### src/rtl/mbx_seq_pkg.sv
package mbx_seq_pkg;

  typedef enum logic [1:0] {
    KIND_EXEC     = 2'd0,
    KIND_RESET    = 2'd1,
    KIND_PORT_RST = 2'd2,
    KIND_EXEC_ALT = 2'd3
  } cmd_kind_e;

  typedef enum logic [2:0] {
    ST_IDLE,
    ST_INTNUM,
    ST_PARAM,
    ST_DOOR,
    ST_WAIT,
    ST_READ
  } seq_state_e;

endpackage

### src/rtl/mbx_param_store.sv
module mbx_param_store #(
  parameter int DATA_W        = 16,
  parameter int NUM_PARAMS    = 14,
  parameter int ENG_W         = 1,
  parameter int PORT_RESET_MS = 50,
  localparam int IDX_W        = (NUM_PARAMS > 1) ? $clog2(NUM_PARAMS) : 1
) (
  input  logic                         clk,
  input  logic                         load,
  input  logic                         use_preset,
  input  logic [NUM_PARAMS*DATA_W-1:0] params_flat,
  input  logic                         port,
  input  logic [ENG_W-1:0]             engine,
  input  logic [IDX_W-1:0]             idx,
  output logic [DATA_W-1:0]            word_o
);

  logic [DATA_W-1:0] preset [NUM_PARAMS];
  logic [DATA_W-1:0] store  [NUM_PARAMS];

  // Built-in block for the port-reset helper: duration, selector, zeros.
  for (genvar g = 0; g < NUM_PARAMS; g++) begin : g_preset
    if (g == 0) begin : g_dur
      assign preset[g] = DATA_W'(PORT_RESET_MS);
    end else if (g == 1) begin : g_sel
      assign preset[g] = DATA_W'({engine, port});
    end else begin : g_zero
      assign preset[g] = '0;
    end
  end

  always_ff @(posedge clk) begin
    if (load) begin
      for (int i = 0; i < NUM_PARAMS; i++) begin
        store[i] <= use_preset ? preset[i] : params_flat[i*DATA_W +: DATA_W];
      end
    end
  end

  assign word_o = store[idx];

endmodule

### src/rtl/mbx_timeout.sv
module mbx_timeout #(
  parameter int LIMIT = 240_000_000,
  localparam int CNT_W = (LIMIT > 1) ? $clog2(LIMIT) : 1
) (
  input  logic clk,
  input  logic rst,
  input  logic clr,
  input  logic run,
  output logic expired
);

  localparam logic [CNT_W-1:0] LAST = CNT_W'(LIMIT - 1);

  logic [CNT_W-1:0] cnt;

  always_ff @(posedge clk) begin
    if (rst || clr) begin
      cnt <= '0;
    end else if (run && cnt != LAST) begin
      cnt <= cnt + 1'b1;
    end
  end

  assign expired = run && (cnt == LAST);

endmodule

### src/rtl/mbx_cmd_seq.sv
module mbx_cmd_seq
  import mbx_seq_pkg::*;
#(
  parameter int          DATA_W         = 16,
  parameter int          ADDR_W         = 16,
  parameter int          NUM_PARAMS     = 14,
  parameter int          ENG_W          = 1,
  parameter int          INT_NUM_ADDR   = 'h01C2,
  parameter int          PARAM_BASE     = 'h01C4,
  parameter int          PARAM_STRIDE   = 2,
  parameter int          EXEC_CODE      = 'hCE01,
  parameter int          RESET_CODE     = 'hFA50,
  parameter int          ACK_CODE       = 'h0FED,
  parameter int          NAK_CODE       = 'hDEAD,
  parameter int          PORT_RESET_INT = 'h0074,
  parameter int          PORT_RESET_MS  = 50,
  parameter int          TIMEOUT_CYCLES = 240_000_000
) (
  input  logic                         clk,
  input  logic                         rst,
  input  logic                         cmd_valid,
  output logic                         cmd_ready,
  input  logic [1:0]                   cmd_kind,
  input  logic [DATA_W-1:0]            cmd_int_num,
  input  logic [NUM_PARAMS*DATA_W-1:0] cmd_params,
  input  logic                         cmd_port,
  input  logic [ENG_W-1:0]             cmd_engine,
  output logic                         wr_valid,
  input  logic                         wr_ready,
  output logic                         wr_mbx,
  output logic [ADDR_W-1:0]            wr_addr,
  output logic [DATA_W-1:0]            wr_data,
  input  logic                         mbx_out_flag,
  output logic                         rd_valid,
  input  logic                         rd_ready,
  input  logic [DATA_W-1:0]            rd_data,
  output logic                         done,
  output logic                         timed_out,
  output logic [DATA_W-1:0]            reply,
  output logic                         reply_ack,
  output logic                         reply_nak
);

  localparam int IDX_W = (NUM_PARAMS > 1) ? $clog2(NUM_PARAMS) : 1;
  localparam logic [IDX_W-1:0] LAST_IDX = IDX_W'(NUM_PARAMS - 1);

  seq_state_e        state;
  logic [IDX_W-1:0]  idx;
  logic              is_reset_q;
  logic [DATA_W-1:0] intnum_q;
  logic [DATA_W-1:0] param_word;
  logic              tmo_expired;
  logic              accept;
  logic              port_rst_cmd;

  assign cmd_ready    = (state == ST_IDLE);
  assign accept       = cmd_valid && cmd_ready;
  assign port_rst_cmd = (cmd_kind == KIND_PORT_RST);

  mbx_param_store #(
    .DATA_W(DATA_W), .NUM_PARAMS(NUM_PARAMS), .ENG_W(ENG_W),
    .PORT_RESET_MS(PORT_RESET_MS)
  ) u_store (
    .clk(clk), .load(accept), .use_preset(port_rst_cmd),
    .params_flat(cmd_params), .port(cmd_port), .engine(cmd_engine),
    .idx(idx), .word_o(param_word)
  );

  mbx_timeout #(.LIMIT(TIMEOUT_CYCLES)) u_tmo (
    .clk(clk), .rst(rst),
    .clr(state == ST_DOOR && wr_ready),
    .run(state == ST_WAIT),
    .expired(tmo_expired)
  );

  // Host-port request decode from the registered state.
  always_comb begin
    wr_valid = 1'b0;
    wr_mbx   = 1'b0;
    wr_addr  = '0;
    wr_data  = '0;
    case (state)
      ST_INTNUM: begin
        wr_valid = 1'b1;
        wr_addr  = ADDR_W'(INT_NUM_ADDR);
        wr_data  = intnum_q;
      end
      ST_PARAM: begin
        wr_valid = 1'b1;
        wr_addr  = ADDR_W'(PARAM_BASE + int'(idx) * PARAM_STRIDE);
        wr_data  = param_word;
      end
      ST_DOOR: begin
        wr_valid = 1'b1;
        wr_mbx   = 1'b1;
        wr_data  = is_reset_q ? DATA_W'(RESET_CODE) : DATA_W'(EXEC_CODE);
      end
      default: ;
    endcase
  end

  assign rd_valid = (state == ST_READ);

  always_ff @(posedge clk) begin
    if (rst) begin
      state      <= ST_IDLE;
      idx        <= '0;
      is_reset_q <= 1'b0;
      intnum_q   <= '0;
      done       <= 1'b0;
      timed_out  <= 1'b0;
      reply      <= '0;
      reply_ack  <= 1'b0;
      reply_nak  <= 1'b0;
    end else begin
      done <= 1'b0;
      case (state)
        ST_IDLE: if (cmd_valid) begin
          timed_out  <= 1'b0;
          reply      <= '0;
          reply_ack  <= 1'b0;
          reply_nak  <= 1'b0;
          idx        <= '0;
          is_reset_q <= (cmd_kind == KIND_RESET);
          intnum_q   <= port_rst_cmd ? DATA_W'(PORT_RESET_INT) : cmd_int_num;
          state      <= (cmd_kind == KIND_RESET) ? ST_DOOR : ST_INTNUM;
        end
        ST_INTNUM: if (wr_ready) state <= ST_PARAM;
        ST_PARAM: if (wr_ready) begin
          if (idx == LAST_IDX) state <= ST_DOOR;
          else idx <= idx + 1'b1;
        end
        ST_DOOR: if (wr_ready) state <= ST_WAIT;
        ST_WAIT: begin
          if (mbx_out_flag) begin
            state <= ST_READ;
          end else if (tmo_expired) begin
            timed_out <= 1'b1;
            done      <= 1'b1;
            state     <= ST_IDLE;
          end
        end
        ST_READ: if (rd_ready) begin
          reply     <= rd_data;
          reply_ack <= (rd_data == DATA_W'(ACK_CODE));
          reply_nak <= (rd_data == DATA_W'(NAK_CODE));
          done      <= 1'b1;
          state     <= ST_IDLE;
        end
        default: state <= ST_IDLE;
      endcase
    end
  end

endmodule

### config.mk
export PLATFORM = sky130hd
export DESIGN_NAME = mbx_cmd_seq
export DESIGN_NICKNAME = d
export VERILOG_FILES = /design/src/rtl/mbx_seq_pkg.sv /design/src/rtl/mbx_param_store.sv /design/src/rtl/mbx_timeout.sv /design/src/rtl/mbx_cmd_seq.sv
export SDC_FILE = /design/constraint.sdc
export NUM_CORES = 1
export LEC_CHECK = 0
export CORE_MARGIN = 4
export CORE_UTILIZATION = 60
export CTS_BUF_LIST = sky130_fd_sc_hd__clkbuf_2 sky130_fd_sc_hd__clkbuf_4 sky130_fd_sc_hd__clkbuf_8
export DETAILED_ROUTE_END_ITERATION = 6
export DONT_BUFFER_PORTS = 1
export PLACE_DENSITY = 0.78
export SLEW_MARGIN = 10
export SYNTH_ARGS = -nofsm -noshare
export SYNTH_HDL_FRONTEND = slang
export SYNTH_HIERARCHICAL = 1
export SYNTH_SLANG_ARGS = --single-unit
### constraint.sdc
create_clock -name clk -period 7.48 [get_ports clk]
set_input_delay 0.374 -clock clk [delete_from_list [all_inputs] [get_ports clk]]
set_output_delay 0.374 -clock clk [all_outputs]
set_load 0.1 [all_outputs]
# After elaboration in Yosys (flattened, before gate mapping)

Memories as Yosys holds them, arrays and structs flattened. A register that Yosys moved wholly into a read port is not among the register bits.
Cells that the tools add are included.

Reduce and logical (&&, ||, !) cells: 15
Equality and inequality tests: 22
Add/subtract/negate cells: 3
Multiplexer cells: 53

Operators with widths:

| cell                                            | number |
|---|---|
| 2-to-1 mux 16 bit                               | 17 |
| case mux 16 bit (3 select lines)                | 1 |
| case mux 16 bit (2 select lines)                | 1 |
| adder 28 x 1 -> 28 bit, second input constant   | 1 |
| == test 28 bit, second input constant           | 1 |
| inequality test 28 bit, second input constant   | 1 |
| 2-to-1 mux 3 bit                                | 8 |
| 2-to-1 mux 4 bit                                | 5 |
| case mux 10 bit (2 select lines)                | 1 |
| case mux 3 bit (6 select lines)                 | 1 |
| == test 16 x 12 -> 1 bit, second input constant | 1 |
| == test 16 bit, second input constant           | 1 |
| inequality test 2 bit, second input constant    | 8 |
| 2-to-1 mux 14 bit                               | 1 |
| 2-to-1 mux 1 bit                                | 12 |
| adder 9 x 5 -> 10 bit, first input constant     | 1 |
| case mux 1 bit (2 select lines)                 | 4 |
| case mux 4 bit (2 select lines)                 | 1 |
| AND reduction 4 bit                             | 2 |
| AND reduction 7 bit                             | 1 |
| == test 3 x 2 -> 1 bit, second input constant   | 2 |
| == test 3 bit, second input constant            | 2 |
| nonzero test 2 bit                              | 3 |
| adder 4 x 1 -> 4 bit, second input constant     | 1 |
| 13 further kinds                                | 16 |

Bits of input ports: 266
Memories: 1
Register bits: 72
RAM bits: 224

Memory list:

| memory        | words | width | rd ports | clocked after memory_dff | write ports | RTL line              | RTL |
|---|---|---|---|---|---|---|---|
| u_store.store | 14    | 16    | 1        | 1                        | 14          | mbx_param_store.sv:19 | `logic [DATA_W-1:0] store [NUM_PARAMS];` |

# Longest topological paths before layout

Gate-level depths: netlist (run 1).

Depth in word-level cells: 6
Gate-level depth with buffers: 10

# Cells and area by module

Netlist (run 1), hierarchy kept.

By module, submodules not included:

| module          | cells each | seq. area each (sq um) | area an instance (sq um) | times used |
|---|---|---|---|---|
| mbx_param_store | 607        | 6726.5                 | 10004.6                  | 1 |
| mbx_cmd_seq     | 315        | 880.8                  | 2308.5                   | 1 |
| mbx_timeout     | 169        | 560.5                  | 1467.7                   | 1 |

# Worst setup path after synthesis (run 1)

OpenSTA, ideal clock, no wires.

Path kind: register to register
From: register state[1]
To: memory u_store.store[0][0], enable pin
Path slack: -337 ps
Arrival time: 7141 ps
Period minus slack after synthesis: 7817 ps
Setup time: 676 ps
Cell stages (with the launch flop): 6
Data required time: 6804 ps
Cell sequence: dfxtp_1 buf_2 nor2_1 nand3_1 inv_2 clkbuf_1

RTL lines:

| item                   | RTL line              | RTL |
|---|---|---|
| from (decl)            | mbx_cmd_seq.sv:47     | `seq_state_e state;` |
| from (signal assigned) | mbx_cmd_seq.sv:126    | `state <= (cmd_kind == KIND_RESET) ? ST_DOOR : ST_INTNUM;` |
| to (decl)              | mbx_param_store.sv:19 |  |

==> flow_metrics.py, run 1 <==
metrics = {
    "clock_network": {
        "cts_sinks": 296,
        "cts_resized": 0,
        "clkTransAtPathRegs_ns": 0.06,
        "clock_path_buffers": 3,
        "post_cts.repair.setup_buffers": 0,
        "cts_tree": "done",
        "numCtsBuffers": 47,
        "cts_root_buffer": "clkbuf_8",
        "htree_levels": 2,
        "clock_latency_ns": 0.55,
        "ctsHoldBuffers": 57,
    },
    "yosys": {
        "ys_async_sr_fraction_pct": 0,
        "synth_top_cell_by_area": "edfxtp_1",
        "syn_avg_cell_area_um2": 12.6,
        "ys_warn_count": 6,
        "synthTopCellsByArea": "edfxtp_1 (49%), dfxtp_1 (10%), nor2b_1 (10%)",
        "synth_edf_count": 224,
        "ys_types": 69,
        "synth_top_area_share_pct": 48.8,
        "netlist_area_um2": 13800,
        "yosysSeqAreaShare_pct": 59.3,
        "synth-seq-cells": 296,
        "synth_flop_cell": "edfxtp_1",
        "syn_inst": 1091,
    },
    "finish": {
        "fin_nets": 1399,
        "drive_gt1_share_pct": 16.7,
        "final_cells": 1448,
        "nFillCells": 1580,
        "final_util_pct": 68.0,
        "area_growth_pct": 11.7,
        "post-route-cell-area_um2": 15400,
    },
    "drt": {
        "num_vias": 8888,
        "route.detailed.drc": 0,
        "drtIter0Drc": 1000,
        "viasPerCell": 6.14,
        "wire_per_inst_um": 23.7,
        "wirelength_um": 34300,
        "postRouteAntennaNets": 0,
        "first_pass_iters": 5,
    },
    "floorplan": {
        "dieArea_um2": 25500,
        "initial_core_util_pct": 60.9,
        "placementRows": 55,
        "ios": 322,
        "die_w_um": 160,
        "die_h_um": 160,
        "core_um2": 22600,
    },
    "placement": {
        "portBuffers": 0,
        "routabilityCongestion": 0.888,
        "place_area_um2": 13900,
        "place_inst": 1306,
        "dpl.hpwl_um": 23700,
    },
    "timing": {
        "final_max_slew_viol_count": 0,
        "finalHoldWorstSlack_ns": 0.0269,
        "min_period_ns": 4.24,
        "setup_viol": 0,
        "worstMarginPinSlew_ns": 1.27,
        "period_share_pct": 56.7,
        "skew_ns": 0.00971,
        "maxSlewHeadroom_pct": 15.3,
        "hold_violations": 0,
        "rsz0062_at_grt": "no",
        "setup_tns_ns": 0,
        "max_freq_mhz": 236,
    },
    "grt": {
        "grt_antenna_before_repair": 3,
        "overflow": 0,
        "grt_pass1_vias": 8811,
        "track_usage_pct": 26.0,
        "grt_pass1_wl_um": 51200,
        "grt_max_degree": 114,
    },
    "setup_path": {
        "critPathLaunchType": "register",
        "crit_arrival_ns": 3.87,
        "timing.critical_path.to_type": "primary output",
        "crit_type": "register to primary output",
        "crit_required_ns": 7.11,
        "cp_max_fo": 46,
    },
    "min_path": {
        "hp-class": "input pin to register",
    },
    "pwr": {
        "powerDensity_nw_per_um2": 314,
        "max-vdd-ir-drop_mv": 0.198,
        "cellLeakagePower_nw": 5.14,
    },
    "flow_run": {
        "max_cap_violations": 0,
    },
    "outcome": {
        "status": "completed",
    },
}
-- stage by stage --
| stage | power [mW] | setup slack, ns |
|---|---|---|
| 2_1_floorplan | 3.30 | 3.15 |
| 3_3_place_gp | 3.50 | 3.69 |
| 4_1_cts | 4.86 | 3.19 |
| 6_report | 4.84 | 3.24 |
| 5_1_grt | 5.03 | 3.00 |
| 3_5_place_dp | 3.53 | 3.65 |
-- flip-flops by register name, summed over array words and instances, names as in the netlist, 3 cells and up --
register / count
u_store/store: 224
u_tmo/cnt: 28
state: 3
idx: 4
intnum_q: 16
reply: 16
-- final cells by class --
| class | count | area (um2) | share of cell area, % |
|---|---|---|---|
| diodes | 5 | 12.5 | 0.0813 |
| multi-input cells | 700 | 5210 | 33.8 |
| clock buffers | 68 | 830 | 5.39 |
| well taps | 285 | 357 | 2.32 |
| repair buffers | 71 | 708 | 4.60 |
| flip-flops and latches | 296 | 8170 | 53.1 |
| inverters | 13 | 61.3 | 0.398 |
| clock inverters | 10 | 48.8 | 0.317 |
-- worst paths after layout --
path	startpoint	to	slack, ns	cells after the start
max	idx[0]$_SDFFE_PP0P_	wr_data[2]	3.24	6
min	cmd_int_num[5]	intnum_q[5]$_SDFFE_PP0P_	0.03	2
max reg2reg	state[1]$_SDFFE_PP0P_	u_store/store[8][14]$_SDFFCE_PP0P_	3.57	4
min reg2reg	intnum_q[11]$_SDFFE_PP0P_	intnum_q[11]$_SDFFE_PP0P_	0.45	2
-- metal layers --
metal / part of all wire (%) / vias up / track usage, % / routed length [um]
li1: - / 4056 / - / -
met1: 42 / 4313 / 36.5 / 14500
met2: 47 / 460 / 40.5 / 16000
met3: 8.4 / 59 / 6.52 / 2880
met4: 2.8 / 0 / 8.52 / 954
met5: 0 / - / 0 / 0
-- cells in the mapped netlist (4+ instances only) --
library cell / n
nor3_1: 10
mux2i_1: 17
o21ai_1: 5
nand2b_1: 4
a21oi_1: 77
nor2b_1: 223
buf_6: 7
a22oi_1: 10
nor2_1: 38
or4_1: 6
nand2_1: 56
o21ai_0: 18
inv_1: 12
or3_1: 12
and4_1: 6
mux4_1: 9
buf_1: 4
ha_1: 4
buf_4: 15
buf_2: 16
or2_2: 5
mux2_2: 18
and2_1: 4
nand3_1: 39
edfxtp_1: 224
mux4_2: 39
clkbuf_1: 47
o22ai_1: 16
dfxtp_1: 72
o31ai_1: 7
nand4_1: 12
xor2_1: 8
a211oi_1: 4
-- kinds of logic (layout without fill, tap and decap cells) --
group	Yosys count	after routing	share of synthesized area, %
XOR/XNOR	10	10	0.636
other	1	13	0.0272
adder cells (fa/ha/maj)	4	4	0.363
AND/OR/NAND/NOR	441	441	18.6
multiplexers	83	83	10.8
AO/OA/AOI/OAI	154	154	6.58
buffers and inverters	102	162	3.71
flip-flops	296	296	59.3
-- placed cells by master (no fill, tap or decap), types with 5 or more instances in the layout --
master,Yosys,final
or3_1,12,12
a22oi_1,10,10
clkbuf_8,0,51
o21ai_0,18,18
clkbuf_4,0,17
nand3_1,39,39
and4_1,6,6
nor3_1,10,8
o31ai_1,7,7
inv_1,12,11
nor2b_1,223,223
conb_1,1,8
o22ai_1,16,16
nand2_1,56,56
o21ai_1,5,5
mux2_2,18,18
dlygate4sd3_1,0,58
a21oi_2,1,7
mux2i_1,17,17
or4_1,6,6
nor2_2,0,16
diode_2,0,5
nand4_1,12,12
mux4_2,39,39
dfxtp_1,72,70
edfxtp_1,224,224
or2_2,5,5
nor2_1,38,22
xor2_1,8,8
a21oi_1,77,71
buf_4,15,11
mux4_1,9,9
clkinv_1,0,6
-- where the power goes --
part           internal, mW  total [mW]  leakage, nW  switching [mW]
logic                 0.317        1.21         1.93           0.897
clock network         0.706        1.31        0.467           0.603
registers              2.18        2.31         2.74           0.137
total                  3.20        4.84         5.14            1.64
-- worst max-delay path, stage by stage (launching register included) --
cell     delay, ns
dfxtp_4       0.68
buf_4         0.68
mux4_1        0.38
mux2i_1       0.10
a21oi_1       0.36
a22oi_1       0.21
nor2_2        0.87
Power figures use the tool's default switching activity.
==> inputs of run 2 (changes only) <==
CORE_UTILIZATION = 65   (was 60)
PLACE_DENSITY = 0.8   (was 0.78)
clock period = 3.95 ns   (was 7.48 ns; I/O delays follow)
==> run 2 against run 1 <==
  * Sequential share of layout area shrank 7.1 points
  * Clock skew grew 0.017 ns
  * Flip-flop and latch count is the same
  * Global-route usage grew 7.2 points
  * Non-clock buffer count grew 237
  * Core utilization grew 17 points
  * Routed wire length grew 17%
  * Combinational power grew 120%
  * Setup slack lost 2.8 ns
  * Cell count grew 16%
  * Critical path depth grew 1
  * Largest cell class unchanged
==> flow_metrics.py, run 2 (synthesized netlist as in run 1, its figures left out) <==
metrics = {
    "pwr": {
        "max-vdd-ir-drop_mv": 0.406,
        "p_switching_mw": 3.32,
        "switching_share_pct": 34.2,
        "powerDensity_nw_per_um2": 547,
        "p_int_mw": 6.40,
        "sequentialPowerShare_pct": 45.6,
        "cellLeakagePower_nw": 6.20,
        "p_comb_share_pct": 27.2,
        "clockPowerShare_pct": 27.2,
    },
    "clock_network": {
        "clkTransAtPathRegs_ns": 0.06,
        "clock_latency_ns": 0.56,
        "cts_tree": "done",
        "cts_resized": 0,
        "cts_sinks": 296,
        "clock_path_buffers": 3,
        "numCtsBuffers": 47,
        "htree_levels": 2,
        "cts_root_buffer": "clkbuf_8",
    },
    "placement": {
        "routabilityCongestion": 0.919,
        "place_ws_ns": 0.996,
        "dpl.hpwl_um": 22900,
        "portBuffers": 0,
    },
    "finish": {
        "layout_common_cells": "dlygate4sd3_1 (271), edfxtp_1 (224), nor2b_1 (223), a21oi_1 (71), dfxtp_1 (70)",
        "reg_top3": "u_store/store x224, u_tmo/cnt x28",
        "area_growth_pct": 29.0,
        "largest-register": "u_store/store",
        "final_util_pct": 84.8,
        "drive_gt1_share_pct": 15.6,
        "largest_reg_flops": 224,
        "final_common_cell": "dlygate4sd3_1",
        "fin_nets": 1636,
    },
    "drt": {
        "drtIter0Drc": 1246,
        "viasPerCell": 6.05,
        "first_pass_iters": 7,
        "num_vias": 10172,
        "wirelength_um": 40300,
        "route.detailed.drc": 0,
        "wire_per_inst_um": 24.0,
        "postRouteAntennaNets": 0,
    },
    "timing": {
        "max_freq_mhz": 283,
        "final_max_slew_viol_count": 0,
        "min_period_ns": 3.53,
        "period_share_pct": 89.4,
        "setup_slack_ns": 0.419,
        "worstMarginPinSlew_ns": 1.12,
        "setup_tns_ns": 0,
        "maxSlewHeadroom_pct": 25.4,
        "setup_viol": 0,
        "skew_ns": 0.0269,
        "hold_violations": 0,
        "rsz0062_at_grt": "no",
    },
    "grt": {
        "grt_max_degree": 108,
        "grt_pass1_wl_um": 60900,
        "grt_pass1_vias": 10664,
        "track_usage_pct": 33.2,
        "grt_antenna_before_repair": 6,
        "overflow": 0,
    },
    "floorplan": {
        "placementRows": 53,
        "initial_core_util_pct": 65.8,
        "dieArea_um2": 23600,
        "die_h_um": 154,
        "ios": 322,
        "core_um2": 21000,
        "die_w_um": 154,
    },
    "setup_path": {
        "crit_type": "register to primary output",
        "cp_max_fo": 38,
        "crit_arrival_ns": 3.33,
        "timing.critical_path.to_type": "primary output",
        "critPathLaunchType": "register",
        "crit_required_ns": 3.75,
    },
    "min_path": {
        "hp-class": "input pin to register",
    },
    "outcome": {
        "status": "completed",
    },
    "flow_run": {
        "max_cap_violations": 0,
    },
}
-- run 2: cell count changes in the layout (fill, tap and decap cells not counted), moves of 2 or more --
cell,delta
buf_12,+3
buf_4,+21
clkbuf_4,+7
clkbuf_8,-3
clkinv_1,+3
clkinv_2,-2
dlygate4sd3_1,+213
-- run 2: worst max-delay path, stage by stage (launching register included) --
cell	delay [ns]
dfxtp_4	0.83
buf_4	0.42
mux4_2	0.56
mux2i_1	0.20
a21oi_1	0.17
a22oi_1	0.26
nor2_2	0.06
buf_4	0.23
-- run 2: stage by stage --
| step | total power, mW | instances | area (um2) | hold slack, ns |
|---|---|---|---|---|
| after floorplan | 6.20 | 1098 | 13800 | 0.338 |
| final | 9.72 | 1681 | 17800 | 0.0582 |
| after CTS | 9.57 | 1676 | 17800 | 0.00239 |
| after detailed placement | 6.79 | 1320 | 14100 | 0.273 |
| after global routing | 10.0 | 1681 | 17800 | 0.0382 |
| after global placement | 6.73 | 1320 | 14100 | 0.272 |
-- run 2: final cells by class --
type | count | area, um2
tap | 275 | 344
clock buffer | 72 | 841
multi-input combinational | 700 | 5200
sequential | 296 | 8170
inverter | 13 | 61.3
timing repair buffer | 308 | 3060
fill | 993 | 3180
antenna | 5 | 12.5
clock inverter | 12 | 82.6
-- run 2: worst paths after layout --
path                                                from                  endpoint  slack (ns)  cells after the start
worst max-delay path                 idx[0]$_SDFFE_PP0P_               wr_data[13]        0.42                      7
worst min-delay path                         cmd_kind[0]     state[1]$_SDFFE_PP0P_        0.06                      3
worst max register to register     state[2]$_SDFFE_PP0P_     state[2]$_SDFFE_PP0P_        0.63                      9
worst min register to register  intnum_q[9]$_SDFFE_PP0P_  intnum_q[9]$_SDFFE_PP0P_        0.45                      2
-- run 2: routing by layer --
metal	track usage [%]	share of wire, %	wire length (um)	vias up
met4	14.2	4.3	1750	2
li1	-	-	-	4537
met1	40.8	36	14400	4852
met3	8.75	9.8	3930	114
met5	0	0.030	12	-
met2	56.0	50	20200	667
-- run 2: timing repair --
action | CTS | global route
hold buffers | 272 | 0
hold endpoints to repair | 271 | 0
buffers inserted | 0 | 0
-- run 2: power groups by stage --
stage	sequential, mW	combinational [mW]	clock, mW
2_1_floorplan	4.30	1.90	0
3_3_place_gp	4.41	2.32	0
3_5_place_dp	4.44	2.35	0
4_1_cts	4.38	2.59	2.61
5_1_grt	4.47	2.75	2.81
6_report	4.43	2.64	2.65
